File: src/rtl/tl_pkg.sv
package tl_pkg;
  localparam int unsigned NUM_PHASES = 6;
  localparam int unsigned PH_W       = 3;

  localparam logic [2:0] LAMP_RED   = 3'b100;
  localparam logic [2:0] LAMP_AMBER = 3'b010;
  localparam logic [2:0] LAMP_GREEN = 3'b001;

  localparam logic [PH_W-1:0] PH_FIRST = '0;
  localparam logic [PH_W-1:0] PH_LAST  = PH_W'(NUM_PHASES - 1);

  typedef struct packed {
    logic [2:0] a;
    logic [2:0] b;
  } lamps_t;

  // Colour pattern for each phase of the loop
  function automatic lamps_t phase_lamps(input logic [PH_W-1:0] ph);
    lamps_t l;
    case (ph)
      3'd0:    begin l.a = LAMP_GREEN; l.b = LAMP_RED;   end
      3'd1:    begin l.a = LAMP_AMBER; l.b = LAMP_RED;   end
      3'd3:    begin l.a = LAMP_RED;   l.b = LAMP_GREEN; end
      3'd4:    begin l.a = LAMP_RED;   l.b = LAMP_AMBER; end
      default: begin l.a = LAMP_RED;   l.b = LAMP_RED;   end
    endcase
    return l;
  endfunction
endpackage

File: src/rtl/tl_btn_edge.sv
module tl_btn_edge #(
  parameter int unsigned STAGES = 2
) (
  input  logic clk_i,
  input  logic rst_ni,
  input  logic btn_i,
  output logic rise_o
);
  logic [STAGES-1:0] sync_q, sync_d;
  logic              last_q, last_d;

  always_comb begin
    sync_d = {sync_q[STAGES-2:0], btn_i};
    last_d = sync_q[STAGES-1];
    rise_o = sync_q[STAGES-1] & ~last_q;
  end

  always_ff @(posedge clk_i or negedge rst_ni) begin
    if (!rst_ni) begin
      sync_q <= '0;
      last_q <= 1'b0;
    end else begin
      sync_q <= sync_d;
      last_q <= last_d;
    end
  end

  AST_SINGLE_PULSE: assert property (@(posedge clk_i) disable iff (!rst_ni)
    rise_o |=> !rise_o);
endmodule

File: src/rtl/tl_tick_chain.sv
module tl_tick_chain #(
  parameter int unsigned PRESCALE  = 256,
  parameter int unsigned TIMER_TOP = 250
) (
  input  logic clk_i,
  input  logic rst_ni,
  input  logic en_i,
  input  logic clr_i,
  output logic tick_o
);
  localparam int unsigned PRE_W = $clog2(PRESCALE);
  localparam int unsigned TMR_W = $clog2(TIMER_TOP);
  localparam logic [PRE_W-1:0] PRE_END = PRE_W'(PRESCALE - 1);
  localparam logic [TMR_W-1:0] TMR_END = TMR_W'(TIMER_TOP - 1);

  logic [PRE_W-1:0] pre_q, pre_d;
  logic [TMR_W-1:0] tmr_q, tmr_d;
  logic             pre_stb;

  always_comb begin
    pre_stb = en_i && (pre_q == PRE_END);
    tick_o  = pre_stb && (tmr_q == TMR_END);
    pre_d   = pre_q;
    tmr_d   = tmr_q;
    if (clr_i) begin
      pre_d = '0;
      tmr_d = '0;
    end else if (en_i) begin
      pre_d = pre_stb ? '0 : pre_q + 1'b1;
      if (pre_stb) tmr_d = tick_o ? '0 : tmr_q + 1'b1;
    end
  end

  always_ff @(posedge clk_i or negedge rst_ni) begin
    if (!rst_ni) begin
      pre_q <= '0;
      tmr_q <= '0;
    end else begin
      pre_q <= pre_d;
      tmr_q <= tmr_d;
    end
  end

  AST_PRE_BOUND: assert property (@(posedge clk_i) disable iff (!rst_ni)
    pre_q <= PRE_END && tmr_q <= TMR_END);
  AST_CHAIN_HOLD: assert property (@(posedge clk_i) disable iff (!rst_ni)
    (!en_i && !clr_i) |=> ($stable(pre_q) && $stable(tmr_q)));
endmodule

File: src/rtl/tl_phase_ctrl.sv
module tl_phase_ctrl
  import tl_pkg::*;
#(
  parameter int unsigned POST_W = 16,
  parameter logic [POST_W-1:0] DWELL_TICKS [NUM_PHASES] =
    '{16'd1875, 16'd94, 16'd31, 16'd1875, 16'd94, 16'd31}
) (
  input  logic            clk_i,
  input  logic            rst_ni,
  input  logic            tick_i,
  input  logic            step_i,
  input  logic            toggle_i,
  output logic            run_o,
  output logic            advance_o,
  output logic [PH_W-1:0] phase_o
);
  logic              run_q, run_d;
  logic [PH_W-1:0]   phase_q, phase_d;
  logic [POST_W-1:0] post_q, post_d;
  logic [POST_W-1:0] dwell_cur;
  logic              last_tick;

  always_comb begin
    dwell_cur = DWELL_TICKS[phase_q];
    last_tick = tick_i && (post_q == dwell_cur - 1'b1);
    advance_o = run_q && (step_i || last_tick);
    run_d     = run_q ^ toggle_i;
    phase_d   = phase_q;
    post_d    = post_q;
    if (advance_o) begin
      phase_d = (phase_q == PH_LAST) ? PH_FIRST : phase_q + 1'b1;
      post_d  = '0;
    end else if (run_q && tick_i) begin
      post_d  = post_q + 1'b1;
    end
  end

  always_ff @(posedge clk_i or negedge rst_ni) begin
    if (!rst_ni) begin
      run_q   <= 1'b0;
      phase_q <= PH_FIRST;
      post_q  <= '0;
    end else begin
      run_q   <= run_d;
      phase_q <= phase_d;
      post_q  <= post_d;
    end
  end

  assign run_o   = run_q;
  assign phase_o = phase_q;

  AST_PHASE_RANGE: assert property (@(posedge clk_i) disable iff (!rst_ni)
    phase_q <= PH_LAST);
  AST_PHASE_STEP: assert property (@(posedge clk_i) disable iff (!rst_ni)
    (phase_q != $past(phase_q)) |->
      (($past(phase_q) == PH_LAST && phase_q == PH_FIRST) ||
       (phase_q == $past(phase_q) + 1'b1)));
  AST_FROZEN: assert property (@(posedge clk_i) disable iff (!rst_ni)
    !run_q |=> ($stable(phase_q) && $stable(post_q)));
  AST_POST_BOUND: assert property (@(posedge clk_i) disable iff (!rst_ni)
    post_q < dwell_cur);
endmodule

File: src/rtl/tl_sequencer.sv
module tl_sequencer
  import tl_pkg::*;
#(
  parameter int unsigned PRESCALE  = 256,
  parameter int unsigned TIMER_TOP = 250,
  parameter int unsigned POST_W    = 16,
  parameter logic [POST_W-1:0] DWELL_TICKS [NUM_PHASES] =
    '{16'd1875, 16'd94, 16'd31, 16'd1875, 16'd94, 16'd31}
) (
  input  logic       clk_i,
  input  logic       rst_ni,
  input  logic       step_btn_i,
  input  logic       run_btn_i,
  output logic [2:0] lamp_a_o,
  output logic [2:0] lamp_b_o
);
  localparam int unsigned NUM_BTN = 2;
  localparam lamps_t      LAMPS_RST = phase_lamps(PH_FIRST);

  // reset: asserted asynchronously, released on a clock edge
  logic [1:0] rst_pipe_q;
  logic       rst_n;
  always_ff @(posedge clk_i or negedge rst_ni) begin
    if (!rst_ni) rst_pipe_q <= '0;
    else         rst_pipe_q <= {rst_pipe_q[0], 1'b1};
  end
  assign rst_n = rst_pipe_q[1];

  logic [NUM_BTN-1:0] btn_raw, btn_rise;
  assign btn_raw = {run_btn_i, step_btn_i};

  for (genvar i = 0; i < NUM_BTN; i++) begin : g_btn
    tl_btn_edge #(.STAGES(2)) u_edge (
      .clk_i (clk_i),
      .rst_ni(rst_n),
      .btn_i (btn_raw[i]),
      .rise_o(btn_rise[i])
    );
  end

  logic            run, advance, tick;
  logic [PH_W-1:0] phase;

  tl_tick_chain #(.PRESCALE(PRESCALE), .TIMER_TOP(TIMER_TOP)) u_chain (
    .clk_i (clk_i),
    .rst_ni(rst_n),
    .en_i  (run),
    .clr_i (advance),
    .tick_o(tick)
  );

  tl_phase_ctrl #(.POST_W(POST_W), .DWELL_TICKS(DWELL_TICKS)) u_ctrl (
    .clk_i    (clk_i),
    .rst_ni   (rst_n),
    .tick_i   (tick),
    .step_i   (btn_rise[0]),
    .toggle_i (btn_rise[1]),
    .run_o    (run),
    .advance_o(advance),
    .phase_o  (phase)
  );

  lamps_t lamps_q, lamps_d;
  always_comb lamps_d = phase_lamps(phase);

  always_ff @(posedge clk_i or negedge rst_n) begin
    if (!rst_n) lamps_q <= LAMPS_RST;
    else        lamps_q <= lamps_d;
  end

  assign lamp_a_o = lamps_q.a;
  assign lamp_b_o = lamps_q.b;

  AST_ONE_LAMP: assert property (@(posedge clk_i) disable iff (!rst_n)
    $countones(lamps_q.a) == 1 && $countones(lamps_q.b) == 1);
  AST_NO_CONFLICT: assert property (@(posedge clk_i) disable iff (!rst_n)
    (lamps_q.a == LAMP_RED) || (lamps_q.b == LAMP_RED));
endmodule

File: config.mk
export PLATFORM = sky130hd
export DESIGN_NAME = tl_sequencer
export DESIGN_NICKNAME = d
export VERILOG_FILES = /design/src/rtl/tl_pkg.sv /design/src/rtl/tl_btn_edge.sv /design/src/rtl/tl_tick_chain.sv /design/src/rtl/tl_phase_ctrl.sv /design/src/rtl/tl_sequencer.sv
export SDC_FILE = /design/constraint.sdc
export NUM_CORES = 1
export LEC_CHECK = 0
export BUFFER_PORTS_ARGS = -buffer_cell sky130_fd_sc_hd__buf_2
export CAP_MARGIN = 10
export CORE_UTILIZATION = 30
export CTS_CLUSTER_DIAMETER = 150
export DETAILED_ROUTE_END_ITERATION = 7
export PLACE_DENSITY_LB_ADDON = 0.1
export SYNTH_ARGS = -nofsm -noshare
export SYNTH_HDL_FRONTEND = slang
export SYNTH_SLANG_ARGS = --single-unit
File: constraint.sdc
create_clock -name clk_i -period 1.7 [get_ports clk_i]
set_input_delay 0.34 -clock clk_i [delete_from_list [all_inputs] [get_ports clk_i]]
set_output_delay 0.34 -clock clk_i [all_outputs]
set_load 0.01 [all_outputs]
### Yosys cells after proc, flatten, opt, wreduce, memory -nomap -nowiden

Memories as Yosys holds them, arrays and structs flattened.
Index checks and enable logic that the tools add are counted.

* register bits: 50
* memory bits (read-only): 128
* bits of input ports: 4
* output and inout port bits: 6
* logic and storage cells: 56
* memories: 1

Memories
* (no name shown): depth 8, width 16, read ports 1, clocked after memory_dff 0, wr ports 0, line tl_phase_ctrl.sv:24 `dwell_cur = DWELL_TICKS[phase_q];`

* add/sub/neg operators: 5
* order comparisons: 1
* equal/unequal tests: 7
* mux-type cells: 13
* bitwise logic cells: 6
* reductions and logical operators: 11

Operators with widths (number)
* $mux W16: 4
* $mux W8: 7
* $pmux W6 S4: 1
* $add A16 B1 Y16 const B: 1
* $add A8 B1 Y8 const B: 2
* $eq A16 B16 Y1: 1
* $eq A8 B8 Y1 const B: 2
* $sub A16 B1 Y16 const B: 1
* $eq A3 B3 Y1 const B: 2
* $reduce_bool A2 Y1: 3
* $logic_and A1 B1 Y1: 5
* $ge A4 B4 Y1 const B: 1
* $not A3 Y4: 1
* $add A3 B1 Y3 const B: 1
* $eq A3 B1 Y1 const B: 1
* $eq A3 B2 Y1 const B: 1
* $logic_not A3 Y1: 1
* $mux W3: 1
* $and A1 B1 Y1: 2
* $not A1 Y1: 2
* $reduce_and A2 Y1: 1
* $logic_or A1 B1 Y1: 1
* $xor A1 B1 Y1: 1

### Longest topological paths before layout

* depth in word-level cells: 11
* mapped depth: 8
* depth with buffers taken out: 7

### Modules after synthesis

From an unflattened synthesis, not the netlist that was laid out.

* cell total of the unflattened synthesis: 238
* area, all modules: 2461.1 sq um

By module, submodules not included
* tl_phase_ctrl: instances 1, cells each 123, area an instance 1147.4 sq um, sequential area each 500.5 sq um
* tl_tick_chain: instances 1, cells each 91, area an instance 878.3 sq um, sequential area each 400.4 sq um
* tl_sequencer: instances 1, cells each 16, area an instance 257.7 sq um, sequential area each 202.7 sq um
* tl_btn_edge: instances 2, cells each 4, area an instance 88.8 sq um, sequential area each 75.1 sq um

### Least setup slack after synthesis

OpenSTA, ideal clock, no wires.

* path kind: reg-to-reg
* from: reg u_chain.pre_q[0]
* to: reg u_ctrl.phase_q[2] (netlist: u_ctrl.phase_o[2])
* setup time: 125 ps
* arrival time: 2040 ps
* data required time: 1575 ps
* path slack: -465 ps
* cell stages (with the launch flop): 7
* buffers on the path: 1
* period minus slack after synthesis: 2165 ps
* cells stage by stage: dfrtp_1 ha_1 nand4_1 or4_1 buf_2 o31ai_4 mux2_4

* word-level cells in the longest chain between the ends: 6

Ends and longest elaborated chain
* start: declaration: line tl_tick_chain.sv:16 `logic [PRE_W-1:0] pre_q, pre_d;`
* start signal: assignment: line tl_tick_chain.sv:39 `pre_q <= pre_d;`
* $eq A8 B8 Y1: line tl_tick_chain.sv:21 `pre_stb = en_i && (pre_q == PRE_END);`
* $logic_and A1 B1 Y1: line tl_tick_chain.sv:21
* $logic_and A1 B1 Y1: line tl_tick_chain.sv:22 `tick_o = pre_stb && (tmr_q == TMR_END);`
* $logic_and A1 B1 Y1: line tl_phase_ctrl.sv:25 `last_tick = tick_i && (post_q == dwell_cur - 1'b1);`
* $logic_or A1 B1 Y1: line tl_phase_ctrl.sv:26 `advance_o = run_q && (step_i || last_tick);`
* $logic_and A1 B1 Y1: line tl_phase_ctrl.sv:26
* end signal: assignment: line tl_phase_ctrl.sv:45 `phase_q <= phase_d;`
* end: declaration: line tl_phase_ctrl.sv:18 `logic [PH_W-1:0] phase_q, phase_d;`

Every way passes these cells.
A chain may end at the register's enable or synchronous reset.

### Worst setup path after layout

* from: reg u_chain.pre_q[1]
* to: reg u_ctrl.phase_q[2] (netlist: u_ctrl.phase_o[2])

Same word-level chain as after synthesis.

==> flow_summary.ini <==
[outcome]
outcome = complete, but fails checks
violations = setup timing

[job]
cap_viol_max_count = 0

[critical_path]
crit_arrival_ps = 2220
path_class = flip-flop to flip-flop
worst-path-buf-inv = 1
path_cells = ha_2 > nand4_1 > or4_4 > o31ai_4 > buf_6 > mux2_4
critPathSlowestCell = or4_4
start_kind = flip-flop
required_ps = 1900
crit_path_end_kind = flip-flop
critPathTopFamily = simple AND/OR/NAND/NOR gates
max_stage_delay_ps = 570
crit_path_max_fanout = 4

[sta]
clock.fmax_mhz = 495
finClkSkew_ps = 6.09
fin_ws_ps = -321
rsz0062_at_grt = true
slew_violations = 0
hold-worst-slack_ps = 133
fin_crit_sh_pct = 119
period_minus_slack_ps = 2020
setup_violations = 23
finalHoldViolCount = 0

[power_and_ir_drop]
leakage_nw = 1.56
irDropWorstVdd_mv = 0.322
power.total_mw = 3.53
p_per_area_nw_per_um2 = 1050

[synthesis]
synth_top_cell_by_area = dfrtp_1
synth_nets = 252
synthMuxAreaShare_pct = 2.49
yosys.area.top_type_share_pct = 48.7
yosysSeqAreaShare_pct = 50.9
yosys_warnings = 0
yosysMostFrequentCell = dfrtp_1
synth-xor-area-share_pct = 8.53
ys_seq_elements = 50
ys_top_cells_by_area = dfrtp_1, ha_1, xnor2_1
ys.flop_type = dfrtp_1
synthArstFlopShare_pct = 100
syn_avg_cell_area_um2 = 10.4
yosys-top-cells-count = dfrtp_1, nor2_1, nand2_1, xnor2_1
synth-edff-count = 0
synth-simple-area-share_pct = 22.0
synth_area_um2 = 2460
netlist_instances = 238
synth_compound_area_share_pct = 7.66
synth_top_family_by_area = simple AND/OR/NAND/NOR gates
synthAdderAreaFrac_pct = 5.08
synthDistinctLibCells = 40

[min_path]
hold_class = primary input to flip-flop

[route]
drt-total-wl_um = 5350
firstDrtPassIters = 4
vias_per_cell = 4.61
drc = 0
first_iter_violations = 61
vias = 1910
drtAntennaViolNets = 0
wire_per_inst_um = 12.9

[layout]
stdcell_area_um2 = 3360
area_growth_syn_to_layout_pct = 36.4
diodes = 0
final_nets = 325
drive_gt1_share_pct = 36.2

[clock_tree]
clk_pin_slew_ps = 100
cts_root_buf = clkbuf_8
cts_buffers = 5
clock_latency_ps = 300
cts_max_level = 2
numClockSinks = 50
cts_tree = yes
cts_buffer_depth = 2

[placement]
gp_congestion = 0.760
dpl.hpwl_um = 3680
portBuffers = 9
place_area_um2 = 3020

[die]
die_w_um = 92.6
die_h_um = 92.6
io_pins = 10
start_util_pct = 31.4
die_area_um2 = 8580
core_um2 = 7850
rows = 32

[grt]
grt_overflow = 0
grt_pass1_vias = 1962
antenna_found_initial = 0
grt_start_max_net_pins = 40
grt_pass1_wl_um = 9080
grtUsageTotal_pct = 13.3
==> per-layer routing <==
layer / vias to the layer above / GRT usage (%) / routed length [um]
met5: - / 0 / 0
met4: 0 / 2.82 / 24
met3: 2 / 2.71 / 109
met2: 15 / 21.6 / 2410
met1: 914 / 18.4 / 2800
li1: 979 / - / -
==> cells in the final DEF, fill, tap and decap left out, types with 2 or more instances in the layout <==
cell type,synthesis,final
nor4_2,2,3
or3_1,2,2
buf_2,1,11
and3_1,9,9
nor2_2,0,5
nand2_1,18,18
ha_4,0,2
xnor2_1,13,12
inv_1,10,9
o21ai_0,9,7
and2_1,5,4
ha_1,10,7
nand4_1,11,11
and4_1,4,4
o21ai_1,0,2
xor2_1,11,11
a21oi_1,8,8
nor3_1,7,5
buf_6,0,2
nand3b_1,2,2
nand3_1,7,7
dfstp_2,2,2
buf_12,0,2
nor2_1,24,18
dfrtp_2,0,2
nand2b_1,2,2
dfrtp_1,48,46
buf_4,3,57
mux2_4,2,2
clkbuf_8,0,5
nor4_1,5,3
o22ai_1,4,4
==> final timing paths <==
kind	start	endpoint	slack, ps	depth (start not counted)
setup / recovery	u_chain.pre_q[1]$_DFFE_PN0P_	u_ctrl.phase_o[2]$_DFFE_PN0N_	-320	6
hold / removal	run_btn_i	g_btn[1].u_edge.sync_q[0]$_DFF_PN0_	130	1
setup reg to reg	u_chain.pre_q[1]$_DFFE_PN0P_	u_ctrl.phase_o[2]$_DFFE_PN0N_	-320	6
hold reg to reg	rst_pipe_q[1]$_DFF_PN0_	g_btn[0].u_edge.sync_q[0]$_DFF_PN0_	140	0
max in group asynchronous	rst_pipe_q[1]$_DFF_PN0_	lamp_b_o[2]$_DFF_PN1_	1010	1
min in group asynchronous	rst_pipe_q[1]$_DFF_PN0_	g_btn[0].u_edge.sync_q[0]$_DFF_PN0_	140	0
==> power breakdown <==
part           total (mW)  leakage [nW]  switching [mW]  internal [mW]
clock network       0.762        0.0506           0.453          0.309
registers            1.46         0.654          0.0940           1.36
logic                1.31         0.856           0.631          0.675
==> state kept, by name, indices dropped and copies added, names as in the netlist <==
signal / cells
u_chain.tmr_q: 8
u_chain.pre_q: 8
lamp_a_o: 3
rst_pipe_q: 2
g_btn.u_edge.last_q: 2
u_ctrl.phase_o: 3
lamp_b_o: 3
g_btn.u_edge.sync_q: 4
u_ctrl.run_o: 1
u_ctrl.post_q: 16
==> cells by family after synthesis <==
kind of cell | after synthesis
adders and majority gates | 10
DFF | 50
xor gates and xnor gates | 24
and+or+nand+nor | 101
muxes | 5
buffers and inverters | 18
other | 1
AOI/OAI and AO/OA | 29
==> metrics by stage <==
step / setup slack, ps / instances / setup TNS, ps / util (%)
after floorplan: -400 / 238 / -7620 / -
after global placement: -427 / 395 / -9250 / 38.5
after detailed placement: -427 / 395 / -9140 / 38.5
after CTS: -359 / 406 / -6730 / 40.6
after global routing: -406 / 414 / -8080 / 42.8
final: -321 / 414 / -5990 / 42.8
==> layout make-up <==
class	instances	area, um^2
multi-input cells	170	1270
flip-flops and latches	50	1260
clock inverters	3	28.8
inverters	10	37.5
well taps	102	128
repair buffers	74	571
fillers	807	4490
clock buffers	5	68.8
==> what timing repair did <==
item | in CTS | in global routing
gates resized for setup | 10 | 24
pin swaps | 5 | 4
setup endpoints to repair | 23 | 26
gates cloned | 0 | 2
buffers inserted | 2 | 7
endpoints found under the hold margin | 2 | 0
hold buffers | 1 | 0
(Power assumes the default switching activity.)
